$ cat config.mk
export PLATFORM = sky130hd
export DESIGN_NAME = led_status_mux
export DESIGN_NICKNAME = d
export VERILOG_FILES = /design/src/rtl/led_mux_pkg.sv /design/src/rtl/led_blink_gen.sv /design/src/rtl/led_channel.sv /design/src/rtl/led_status_mux.sv
export SDC_FILE = /design/constraint.sdc
export NUM_CORES = 1
export LEC_CHECK = 0
export ABC_CLOCK_PERIOD_IN_PS = 2000
export BUFFER_PORTS_ARGS = -buffer_cell sky130_fd_sc_hd__buf_2
export CORE_AREA = 2 2 99 63
export DETAILED_ROUTE_END_ITERATION = 16
export DIE_AREA = 0 0 101 65
export GPL_ROUTABILITY_DRIVEN = 0
export GPL_TIMING_DRIVEN = 0
export PLACE_DENSITY = 0.56
export SYNTH_ARGS = -nofsm -noshare
export SYNTH_HDL_FRONTEND = slang
export SYNTH_SLANG_ARGS = --single-unit
$ cat constraint.sdc
create_clock -name clk -period 2 [get_ports clk]
set_input_delay 0.4 -clock clk [delete_from_list [all_inputs] [get_ports clk]]
set_output_delay 0.4 -clock clk [all_outputs]
set_load 0.02 [all_outputs]
$ cat src/rtl/led_mux_pkg.sv
// Package: shared types for the LED status multiplexer.
// Assumes channel numbering: 0 green status, 1 red status, 2..(1+NUM_SFP) SFP,
// then jack yellow, jack green, jack orange.
package led_mux_pkg;

    // Bottom-of-chain source for one LED channel.
    typedef enum logic [2:0] {
        FB_OFF       = 3'd0,
        FB_HUB_RST   = 3'd1,
        FB_MAIN_RST  = 3'd2,
        FB_PHY0_OFF  = 3'd3,
        FB_PHY1_ON   = 3'd4
    } fallback_e;

    typedef struct packed {
        logic      blink_en;   // middle level (blink under button) present
        fallback_e fb;         // lowest level
    } chan_cfg_t;

    // Per-channel configuration computed from the channel index.
    function automatic chan_cfg_t chan_cfg(input int idx, input int num_sfp);
        chan_cfg_t c;
        c.blink_en = 1'b0;
        c.fb       = FB_OFF;
        if (idx == 0) begin
            c.fb = FB_HUB_RST;
        end else if (idx == 1) begin
            c.fb = FB_MAIN_RST;
        end else if (idx < 2 + num_sfp) begin
            c.blink_en = 1'b1;
            c.fb       = FB_OFF;
        end else if (idx == 2 + num_sfp) begin
            c.blink_en = 1'b1;
            c.fb       = FB_PHY0_OFF;
        end else if (idx == 3 + num_sfp) begin
            c.blink_en = 1'b1;
            c.fb       = FB_PHY1_ON;
        end else begin
            c.blink_en = 1'b1;
            c.fb       = FB_OFF;
        end
        return c;
    endfunction

endpackage

$ cat src/rtl/led_blink_gen.sv
// Module: led_blink_gen
// Divides the system clock into a slow square wave. The wave starts low after
// reset and inverts every HALF cycles. Assumes HALF >= 2.
module led_blink_gen #(
    parameter int unsigned CLK_HZ        = 100_000_000,
    parameter int unsigned BLINK_MILLIHZ = 1500
) (
    input  logic clk,
    input  logic rst_n,
    output logic wave_o
);
    localparam longint unsigned HALF_L =
        (longint'(CLK_HZ) * 64'd1000) / (64'd2 * longint'(BLINK_MILLIHZ));
    localparam int unsigned HALF  = int'(HALF_L);
    localparam int unsigned CNT_W = (HALF > 1) ? $clog2(HALF) : 1;
    localparam logic [CNT_W-1:0] LAST = CNT_W'(HALF - 1);

    logic [CNT_W-1:0] cnt_q;
    logic             wave_q;

    // Half-period counter and wave toggle.
    always_ff @(posedge clk) begin
        if (!rst_n) begin
            cnt_q  <= '0;
            wave_q <= 1'b0;
        end else if (cnt_q == LAST) begin
            cnt_q  <= '0;
            wave_q <= ~wave_q;
        end else begin
            cnt_q <= cnt_q + 1'b1;
        end
    end

    assign wave_o = wave_q;

    // Counter never leaves its range.
    assert_cnt_range_R6: assert property (@(posedge clk) disable iff (!rst_n)
        cnt_q <= LAST);
    // Wave holds unless the counter was at its last value.
    assert_wave_hold_R6: assert property (@(posedge clk) disable iff (!rst_n)
        (cnt_q != LAST) |=> $stable(wave_q));
    // Wave inverts when the counter wraps.
    assert_wave_flip_R6: assert property (@(posedge clk) disable iff (!rst_n)
        (cnt_q == LAST) |=> (wave_q != $past(wave_q)));
endmodule

$ cat src/rtl/led_channel.sv
// Module: led_channel
// One LED with a three-level priority: host bit when the link is active, then
// the blink wave under the button condition (if enabled), then the fallback
// level supplied by the parent. The output is registered.
module led_channel #(
    parameter bit BLINK_EN = 1'b1
) (
    input  logic clk,
    input  logic rst_n,
    input  logic link_i,
    input  logic host_bit_i,
    input  logic blink_req_i,
    input  logic wave_i,
    input  logic fallback_i,
    output logic led_o
);
    logic next_led;
    logic led_q;

    // Priority selection of the next LED level.
    always_comb begin
        if (link_i)                      next_led = host_bit_i;
        else if (BLINK_EN && blink_req_i) next_led = wave_i;
        else                             next_led = fallback_i;
    end

    // Output register.
    always_ff @(posedge clk) begin
        if (!rst_n) led_q <= 1'b0;
        else        led_q <= next_led;
    end

    assign led_o = led_q;

    assert_host_wins_R2: assert property (@(posedge clk) disable iff (!rst_n)
        link_i |=> (led_o == $past(host_bit_i)));
    assert_fallback_R11: assert property (@(posedge clk) disable iff (!rst_n)
        (!link_i && !(BLINK_EN && blink_req_i)) |=> (led_o == $past(fallback_i)));
    generate
        if (BLINK_EN) begin : g_blink_chk
            assert_blink_R5: assert property (@(posedge clk) disable iff (!rst_n)
                (!link_i && blink_req_i) |=> (led_o == $past(wave_i)));
        end
    endgenerate
endmodule

$ cat src/rtl/led_status_mux.sv
// Module: led_status_mux (top)
// Drives all board status LEDs through per-channel priority chains that share
// one blink generator. Assumes GPIO_W >= HOST_BASE + NUM_CH and that all
// inputs are already synchronous to clk.
module led_status_mux #(
    parameter int unsigned CLK_HZ        = 100_000_000,
    parameter int unsigned BLINK_MILLIHZ = 1500,
    parameter int unsigned GPIO_W        = 32,
    parameter int unsigned NUM_SFP       = 4
) (
    input  logic              clk,
    input  logic              rst_n,
    input  logic [GPIO_W-1:0] host_gpio_i,
    input  logic              link_active_i,
    input  logic              power_good_i,
    input  logic              button_i,
    input  logic              hub_rst_n_i,
    input  logic              main_rst_i,
    input  logic              rst_strap_i,
    input  logic              phy_led0_i,
    input  logic              phy_led1_i,
    input  logic              pwr_rst_i,
    input  logic              module_pass_i,
    output logic              stat_green_o,
    output logic              stat_red_o,
    output logic [NUM_SFP-1:0] sfp_led_o,
    output logic              jack_yellow_o,
    output logic              jack_green_o,
    output logic              jack_orange_o,
    output logic              module_led_o
);
    import led_mux_pkg::*;

    localparam int unsigned HOST_BASE = 6;
    localparam int unsigned NUM_CH    = 5 + NUM_SFP;
    localparam int unsigned SFP_LO    = 2;
    localparam int unsigned JY_IDX    = 2 + NUM_SFP;
    localparam int unsigned JG_IDX    = 3 + NUM_SFP;
    localparam int unsigned JO_IDX    = 4 + NUM_SFP;

    logic              wave;
    logic              blink_req;
    logic [NUM_CH-1:0] led;
    logic              module_q;
    logic              unused_gpio;

    assign unused_gpio = ^{host_gpio_i[GPIO_W-1:HOST_BASE+NUM_CH], host_gpio_i[HOST_BASE-1:0]};

    // Shared blink condition: power good and button held.
    assign blink_req = power_good_i & button_i;

    led_blink_gen #(
        .CLK_HZ       (CLK_HZ),
        .BLINK_MILLIHZ(BLINK_MILLIHZ)
    ) blink_i (
        .clk   (clk),
        .rst_n (rst_n),
        .wave_o(wave)
    );

    generate
        for (genvar k = 0; k < NUM_CH; k++) begin : g_ch
            localparam chan_cfg_t CFG = chan_cfg(k, NUM_SFP);
            logic fb;

            // Lowest-priority level for this channel.
            always_comb begin
                case (CFG.fb)
                    FB_HUB_RST:  fb = hub_rst_n_i;
                    FB_MAIN_RST: fb = main_rst_i;
                    FB_PHY0_OFF: fb = rst_strap_i ? 1'b0 : ~phy_led0_i;
                    FB_PHY1_ON:  fb = rst_strap_i ? 1'b1 : ~phy_led1_i;
                    default:     fb = 1'b0;
                endcase
            end

            led_channel #(
                .BLINK_EN(CFG.blink_en)
            ) chan_i (
                .clk        (clk),
                .rst_n      (rst_n),
                .link_i     (link_active_i),
                .host_bit_i (host_gpio_i[HOST_BASE+k]),
                .blink_req_i(blink_req),
                .wave_i     (wave),
                .fallback_i (fb),
                .led_o      (led[k])
            );
        end
    endgenerate

    // Module LED: blink during main power reset, else pass-through.
    always_ff @(posedge clk) begin
        if (!rst_n)         module_q <= 1'b0;
        else if (pwr_rst_i) module_q <= wave;
        else                module_q <= module_pass_i;
    end

    assign stat_green_o  = led[0];
    assign stat_red_o    = led[1];
    assign sfp_led_o     = led[SFP_LO +: NUM_SFP];
    assign jack_yellow_o = led[JY_IDX];
    assign jack_green_o  = led[JG_IDX];
    assign jack_orange_o = led[JO_IDX];
    assign module_led_o  = module_q;

    // All outputs low one edge after reset.
    assert_reset_low_R1: assert property (@(posedge clk)
        !rst_n |=> (led == '0 && !module_led_o));
    assert_green_fb_R3: assert property (@(posedge clk) disable iff (!rst_n)
        !link_active_i |=> (stat_green_o == $past(hub_rst_n_i)));
    assert_red_fb_R4: assert property (@(posedge clk) disable iff (!rst_n)
        !link_active_i |=> (stat_red_o == $past(main_rst_i)));
    assert_sfp_off_R5: assert property (@(posedge clk) disable iff (!rst_n)
        (!link_active_i && !(power_good_i && button_i)) |=> (sfp_led_o == '0));
    assert_yellow_strap_R7: assert property (@(posedge clk) disable iff (!rst_n)
        (!link_active_i && !(power_good_i && button_i) && rst_strap_i) |=> !jack_yellow_o);
    assert_jgreen_on_R8: assert property (@(posedge clk) disable iff (!rst_n)
        (!link_active_i && !(power_good_i && button_i) && rst_strap_i) |=> jack_green_o);
    assert_orange_off_R9: assert property (@(posedge clk) disable iff (!rst_n)
        (!link_active_i && !(power_good_i && button_i)) |=> !jack_orange_o);
    assert_module_pass_R10: assert property (@(posedge clk) disable iff (!rst_n)
        !pwr_rst_i |=> (module_led_o == $past(module_pass_i)));
endmodule

-- After elaboration in Yosys (flattened, before gate mapping)
Index checks and enable logic that the tools add are counted.
- register bits after elaboration: 36
- input port bits: 44
- output and inout port bits: 10
- word-level logic and storage cells: 35
- $add $sub $neg: 1
- equal/unequal tests: 1
- muxes and demuxes: 15
- bitwise logic cells: 5
- reduce and logical (&&, ||, !) cells: 1
- operator list (kind ; number):
    25-bit by 1-bit adder with 25-bit output (second input constant) ; 1
    25-bit == test (second input constant) ; 1
    1-bit 2-to-1 mux ; 15
    1-bit inverter ; 4
    2-bit OR reduction ; 1
    1-bit bitwise AND ; 1

-- Logic depth before layout (Yosys ltp)
Gate-level depths: netlist of the first run.
- depth in word-level cells: 4
- depth in mapped cells: 7
- gate-level depth less buffers: 6

-- Hierarchy
A second synthesis of the first run with hierarchy kept.
- cell total of the unflattened synthesis: 187
- area total of the unflattened synthesis: 1726.7 um2
- by module, submodules not included (module ; times used ; cells an instance ; area an instance (um2) ; sequential area each (um2)):
    led_blink_gen ; 1 ; 146 ; 1265.0 ; 520.5
    led_channel (g_ch[2].chan_i ...) ; 7 ; 4 ; 47.5 ; 20.0
    led_channel (g_ch[0].chan_i ...) ; 2 ; 3 ; 36.3 ; 20.0
    led_status_mux ; 1 ; 7 ; 56.3 ; 20.0

-- Least setup slack after synthesis of the first run
Ideal clock, no wire load.
- path kind: reg2reg
- start: register blink_i.cnt_q[0]
- end: register blink_i.cnt_q[24]
- library setup time: 0.070 ns
- data arrival time: 1.932 ns
- required time: 1.930 ns
- path slack: -0.002 ns
- cell stages (with the launch flop): 7
- path buffers: 1
- period minus slack after synthesis: 2.002 ns
- path through: dfxtp_1 ha_1 nand4_1 or4_4 buf_6 or4_1 a21oi_1
- word-level cells in the longest chain between the ends: 2
- elaborated cells between the ends (all ways): 3
- classes of those cells: 1 x add/sub; 1 x eq/ne; 1 x reduce/logical
- ends and longest elaborated chain (what ; line ; source):
    from (decl) ; led_blink_gen.sv:18 ; logic [CNT_W-1:0] cnt_q;
    from (signal assigned) ; led_blink_gen.sv:30 ; cnt_q <= cnt_q + 1'b1;
    parallel branches: the longest is 2 deep, another holds 25-bit by 1-bit adder with 25-bit output ; - ;
Several ways; the timed one is not identified.
A chain may end at the register's enable or synchronous reset.

-- Final worst setup path of the first run
Same ends and word-level chain as after synthesis.

==> key figures, run 1 <==
Clock tree
  • Clock-pin slew on the worst setup and hold paths: 0.07 ns
  • CTS tree: built
  • Number of buffers created by CTS: 5
  • CTS H-tree depth: 2
  • Hold Buf Count CTS: 0
  • Clock Path Buffers: 2
  • Clk_lat worst skew: 0.29 ns
  • Root buf cell: clkbuf_8
  • Sink Count: 36

Power
  • Int Pwr: 1.23 mW
  • Reg power frac: 47.3%
  • Max VDD drop: 0.246 mV
  • Pwr Total: 1.57 mW
  • Net Sw Frac: a little over a fifth
  • Switching power: 0.337 mW
  • Cell leakage power: 0.788 nW
  • Comb power frac: 7.5%
  • Part of the power in the clock network: 45.2%
  • Power per cell area: 738 nW/um^2

Floorplanning
  • Die height: around 65 um
  • Starting Density: between 20% and 30%
  • Die ar.: 6570 um^2
  • Placeable Area: just under 6000 um^2
  • # IOs: 54
  • Num rows: 22
  • Die X: 101 um

STA
  • Final Max Slew Viols: 0
  • Slew @ Worst Pin: 0.459 ns
  • RSZ-0062 raised after global routing: true
  • Clk_skew: 0.00741 ns
  • Slew HR: 69.4%
  • Final hold violation count: 0
  • Post-layout min period: 1.95 ns
  • Final Setup Violations: 0
  • Max frequency: 513 MHz
  • Tcrit/Tclk final: 97.5%
  • Worst hold slack: ~0.34 ns

GRT
  • Number of global-route vias before repair: around 1200
  • First-pass GRT wire length: about 6400 um
  • GRT Overall Usage: 12.5%
  • Initial antenna violation count: 0
  • GRT overflow: 0
  • Largest net degree at the start of global routing: 12

Critical path
  • Critical Path, Cell by Cell: ha_4 -> nand4_1 -> or4_4 -> buf_6 -> or4_1 -> a21oi_1
  • Start-to-end type of the worst setup path: reg2reg
  • Crit-path max cell delay: 0.47 ns
  • WP data required: 2.23 ns
  • Crit end category: flip-flop
  • Worst setup endpoint: blink_i.cnt_q[24]
  • Reg2reg start: blink_i.cnt_q[0]
  • Slowest CP cell: or4_4
  • R2r worst-path depth: 6
  • RR Endpoint: blink_i.cnt_q[24]
  • Worst R2R Setup Slack: 0.05 ns
  • Critical path fanouts, max: 10
  • Setup crit start: blink_i.cnt_q[0]
  • Crit start category: flip-flop
  • WP data arrival: 2.18 ns

Min path
  • Hold_sp: module_pass_i
  • Hold WC Path Type: in2reg
  • Hold path cells: 3

Logic synthesis
  • Number of synthesized register bits: 36
  • Most frequent cell after synthesis: dfxtp_1
  • Top post-synthesis cells by area: dfxtp_1 44%, a21oi_1 5.8%, nor2_1 4.8%
  • Synth area leader: dfxtp_1
  • Dominant synthesized flop cell: dfxtp_1
  • Yosys warning count: 0
  • Cell count after synthesis: 193
  • Post-synthesis cell area: between 1500 and 2000 um^2
  • Post-synthesis sequential area ratio: 43.8%
  • Avg Inst Size Synth: 8.53 um^2
  • Post-synth EDFFs: 0
  • Post-synth top cells: 36 x dfxtp_1, 21 x nor2_1, 19 x a21oi_1
  • Async SR Flop Fraction: 0%
  • Share of the synthesized area in the top cell type: 43.8%
  • Post-Synthesis Net Count: 239
  • Post-synthesis cell type count: 35

Drt
  • Routed vias: 1488
  • First DRT Iteration DRCs: 91
  • Pre-antenna DRT Iters: 4
  • Vias per cell: 4.80
  • Routed wire length: 3740 um
  • WL per Instance: 12.1 um
  • Residual DRC: 0
  • Post-DRT Antenna Nets: 0

Placement
  • IO Port Bufs: 30
  • DP Wirelength: 2670 um

Cells and area
  • Final Util: a little under two fifths
  • Net count, final: approximately 280
  • Layout cells sized above 1: between 20 and 30%
  • # diodes: 0
  • Synth-to-layout area growth: 29.0%

Flow run
  • Max_cap viols: 0

Run status
  • Status: finished, final reports clean
[metrics by stage]
step / area, um^2 / TNS (ns) / instances / setup WS [ns]
CTS: 2070 / 0 / 306 / 0.00210
global placement: 1890 / -3.24 / 295 / -0.212
global route: 2120 / -0.0502 / 310 / -0.0420
detailed placement: 1890 / -3.72 / 295 / -0.218
floorplan: 1650 / 0 / 193 / 0.00781
finish: 2120 / 0 / 310 / 0.0504
[flip-flops by register name (all words and copies together) (netlist names)]
signal	flops
module_led_o	1
g_ch.chan_i.led_o	9
blink_i.cnt_q	25
blink_i.wave_o	1
[cell type report]
| type | instances | area (um^2) |
|---|---|---|
| buffer | 13 | 87.6 |
| clock buffer | 7 | 96.3 |
| clock inverter | 1 | 30.0 |
| fill | 619 | 3660 |
| inverter | 8 | 30.0 |
| multi-input combinational | 136 | 851 |
| sequential | 36 | 734 |
| tap | 72 | 90.1 |
| timing repair buffer | 37 | 203 |
[power by group through the flow]
stage / logic (mW) / registers (mW) / clock network, mW
after global placement: 0.104 / 0.757 / 0
final: 0.117 / 0.740 / 0.708
after detailed placement: 0.104 / 0.757 / 0
after CTS: 0.109 / 0.742 / 0.724
after floorplan: 0.0531 / 0.764 / 0
after global routing: 0.130 / 0.742 / 0.758
[placed cells by master (no fill, tap or decap), types with 2 or more instances in the layout]
cell      count
a21oi_1      19
nor3_1        6
clkbuf_1      3
nand2_1      13
buf_2        31
dfxtp_1      29
and4_1        2
nand4_1       5
buf_4        14
nand3_1      10
or3_1         5
nor2_1       21
dfxtp_2       5
inv_1         8
nand4b_1      4
o31ai_1       3
or4_1         4
xnor2_1       9
xor2_1        3
nor4b_1       2
and3_1        4
dfxtp_4       2
o21ai_0       9
mux2i_1       3
clkbuf_8      7
nor2b_1       2
[critical path: cells and delay by family (launching register included)]
| family | cells | cell delay [ns] |
|---|---|---|
| adders and majority gates | 1 | 0.15 |
| and+or+nand+nor | 3 | 1.07 |
| buffers and inverters | 1 | 0.16 |
| AOI/OAI and AO/OA | 1 | 0.13 |
| DFF | 1 | 0.38 |
[cells by family (layout without fill, tap and decap cells)]
family          Yosys count  in the layout  share of synthesized area, %
mux                       3              3                          1.83
fa+ha+maj                 2              2                          1.52
flops                    36             36                          43.8
buf+inv                  21             66                          6.69
xor+xnor                 12             12                          6.39
simple gates             85             85                          28.4
compound gates           34             34                          11.3
[per-layer routing]
layer | track usage [%] | part of all wire, % | vias up
li1 | - | - | 773
met2 | 14.1 | 36 | 33
met3 | 4.21 | 7.1 | 8
met5 | 0 | 0 | -
met4 | 4.56 | 1.7 | 0
met1 | 20.2 | 55 | 674
[worst min-delay path by stage]
stage / endpoint / slack (ns)
finish: module_led_o / 0.34
global route: g_ch[1].chan_i.led_o / 0.34
CTS: module_led_o / 0.34
detailed placement: blink_i.cnt_q[24] / 0.48
global placement: blink_i.cnt_q[24] / 0.46
floorplan: blink_i.cnt_q[23] / 0.45
[what timing repair did]
item / 4_1_cts / 5_1_grt
pin swaps: 2 / 2
setup buffers: 3 / 4
gates resized for setup: 9 / 9
endpoints found under the setup margin: 23 / 22
(Power assumes the default switching activity.)
==> inputs of run 2 (changes only) <==
- CORE_AREA: 2 2 99 63 -> 2 2 82 52
- DIE_AREA: 0 0 101 65 -> 0 0 84 54
- PLACE_DENSITY: 0.56 -> 0.76
==> run 2 against run 1 <==
  * Clock power shrank 12%
  * Cell area decreased by 1.1%
  * Critical path depth stayed put
  * First-iteration DRC count is 20% lower
  * Non-clock buffer count down 2
  * Combinational power about the same
  * Worst setup slack better by 0.0034 ns
  * Clock-buffer cell count decreased by 1
  * Global-route usage increased by 4.5 points
  * Maximum frequency rose by 0.18%
  * Critical path type unchanged
==> key figures, run 2 (synthesized netlist as in run 1, its figures left out) <==
Run status
  • Status: finished, final reports clean

Power
  • Int Pwr: 1.16 mW (-5.8%)
  • Reg power frac: 49.8% (+2.5 points)
  • Power per cell area: 707 nW/um^2 (-4.1%)
  • Net Sw Frac: 22.1% (+0.53 points)
  • Cell leakage power: 0.780 nW (-1.0%)
  • Part of the power in the clock network: 42.2% (-3.0 points)
  • Switching power: 0.327 mW (-2.9%)
  • Comb power frac: 8.0% (+0.5 points)
  • Max VDD drop: 0.434 mV (+76%)
  • Pwr Total: 1.48 mW (-5.2%)

Min path
  • Hold path cells: 3 (unchanged)
  • Hold WC Path Type: in2reg
  • Hold_sp: module_pass_i
  • Worst Hold End: module_led_o

Clock tree
  • Root buf cell: clkbuf_8
  • Number of buffers created by CTS: 5 (unchanged)
  • Clock-pin slew on the worst setup and hold paths: 0.07 ns (about the same)
  • CTS H-tree depth: 2 (unchanged)
  • Sink Count: 36 (unchanged)
  • CTS tree: built
  • Hold Buf Count CTS: 0 (unchanged)
  • Clock Path Buffers: 2 (unchanged)
  • Clk_lat worst skew: 0.29 ns (about the same)

Flow run
  • Max_cap viols: 0 (unchanged)

Critical path
  • Critical path fanouts, max: 10 (unchanged)
  • R2r worst-path depth: 6 (unchanged)
  • WP data arrival: 2.18 ns (about the same)
  • WP data required: 2.23 ns (about the same)
  • Start-to-end type of the worst setup path: reg2reg
  • Worst R2R Setup Slack: 0.05 ns (about the same)
  • Crit start category: flip-flop
  • Crit end category: flip-flop
  • Reg2reg start: blink_i.cnt_q[0]
  • RR Endpoint: blink_i.cnt_q[24]

Placement
  • Placed cell count: 273 (-7.5%)
  • IO Port Bufs: 30 (unchanged)
  • DP Area: 1860 um^2 (-1.5%)
  • DP Wirelength: 2570 um (-3.6%)

Drt
  • Vias per cell: 5.20 (+8.4%)
  • Routed wire length: 3770 um (+0.67%)
  • Pre-antenna DRT Iters: 4 (unchanged)
  • First DRT Iteration DRCs: 73 (-20%)
  • Routed vias: 1488 (unchanged)
  • Residual DRC: 0 (unchanged)
  • WL per Instance: 13.2 um (+9.1%)
  • Post-DRT Antenna Nets: 0 (unchanged)

Cells and area
  • Final Util: 53.9% (+17 points)
  • Layout cells sized above 1: 31.8% (+2.8 points)
  • # diodes: 0 (unchanged)
  • Design Area, Final: 2100 um^2 (-1.1%)
  • Net count, final: 281 (-0.71%)
  • Largest Register: blink_i.cnt_q
  • Most frequent cells in the layout: 30 x buf_2, 25 x dfxtp_1, 21 x nor2_1, 17 x a21oi_1, 13 x nand2_1
  • Synth-to-layout area growth: 27.5%
  • Final cell count without fillers: 286 (-7.7%)
  • Commonest non-fill, non-tap cell in the layout: buf_2
  • Max reg flops: 25 (unchanged)

Floorplanning
  • # IOs: 54 (unchanged)
  • Die height: 54 um (-17%)
  • Starting Density: 42.2% (+14 points)
  • Die ar.: 4540 um^2 (-31%)
  • Num rows: 18 (-18%)
  • Die X: 84 um (-17%)
  • Placeable Area: 3900 um^2 (-33%)

STA
  • Max frequency: 514 MHz (+0.18%)
  • Final Setup Violations: 0 (unchanged)
  • RSZ-0062 raised after global routing: true
  • Final hold violation count: 0 (unchanged)
  • Post-layout min period: 1.95 ns (-0.00341 ns)
  • Setup_tns: 0 ns (unchanged)
  • Slew HR: 69.2% (-0.22 points)
  • Slew @ Worst Pin: 0.462 ns (+0.00325 ns)
  • Tcrit/Tclk final: 97.3% (-0.17 points)
  • Clk_skew: 0.00774 ns (+0.000334 ns)
  • Final Max Slew Viols: 0 (unchanged)

GRT
  • GR Util met3: 6.44% (+2.2 points)
  • Met2 Track Usage GR: 23.1% (+9.0 points)
  • GRT overflow: 0 (unchanged)
  • Largest net degree at the start of global routing: 12 (unchanged)
  • Grt peak-use layer: met1
  • GRT Overall Usage: 16.9% (+4.5 points)
  • Initial antenna violation count: 0 (unchanged)
  • Met1 Resource Use GR: 24.8% (+4.5 points)
  • First-pass GRT wire length: 5820 um (-8.6%)
  • Number of global-route vias before repair: 1259 (+1.0%)
-- run 2: cell types whose count changed in the layout (fill, tap and decap cells not counted), sizes merged --
cell    delta
clkbuf     -2
buf        -1
clkinv     +1
-- run 2: power by group through the flow --
| stage | Combinational [mW] | Clock (mW) | Sequential, mW |
|---|---|---|---|
| floorplan | 0.0531 | 0 | 0.764 |
| global placement | 0.102 | 0 | 0.756 |
| detailed placement | 0.103 | 0 | 0.757 |
| CTS | 0.108 | 0.637 | 0.742 |
| global route | 0.131 | 0.680 | 0.740 |
| finish | 0.119 | 0.626 | 0.739 |
-- run 2: how the worst max path moves through the flow --
stage                startpoint                 to  slack (ns)  cells past startpoint
2_1_floorplan  blink_i.cnt_q[0]  blink_i.cnt_q[24]       0.008                      6
3_3_place_gp   blink_i.cnt_q[0]  blink_i.cnt_q[24]       -0.18                      6
3_5_place_dp   blink_i.cnt_q[0]  blink_i.cnt_q[24]       -0.21                      6
4_1_cts        blink_i.cnt_q[9]  blink_i.cnt_q[24]        0.02                      5
5_1_grt        blink_i.cnt_q[2]  blink_i.cnt_q[23]       -0.02                      6
6_report       blink_i.cnt_q[0]  blink_i.cnt_q[24]        0.05                      6
-- run 2: layout make-up --
type	instances	area, um^2
Tap cell	50	62.6
Clock inverter	2	35.0
Multi-Input combinational cell	136	871
Sequential cell	36	742
Inverter	8	30.0
Clock buffer	6	72.6
Fill cell	368	1800
Timing Repair Buffer	35	188
Buffer	13	97.6
-- run 2: critical path: stages (launching register included) --
cell and delay, ns:
dfxtp_4 0.38, ha_4 0.16, nand4_1 0.13, or4_4 0.46, buf_6 0.16, or4_1 0.49
a21oi_2 0.12
-- run 2: what timing repair did --
item / in CTS / in global routing
gates resized for setup: 9 / 24
setup buffers: 3 / 2
pin swaps: 2 / 4
gates cloned: 0 / 0
endpoints found under the setup margin: 23 / 23
-- run 2: through the flow --
stage | setup slack [ns] | hold slack, ns
3_5_place_dp | -0.210 | 0.476
6_report | 0.0538 | 0.334
5_1_grt | -0.0152 | 0.350
2_1_floorplan | 0.00781 | 0.452
4_1_cts | 0.0230 | 0.334
3_3_place_gp | -0.177 | 0.464
-- run 2: routing by layer --
metal | vias to the layer above | part of all wire, %
met5 | - | 0
met3 | 2 | 5.1
met4 | 0 | 0.21
li1 | 764 | -
met2 | 34 | 43
met1 | 688 | 52
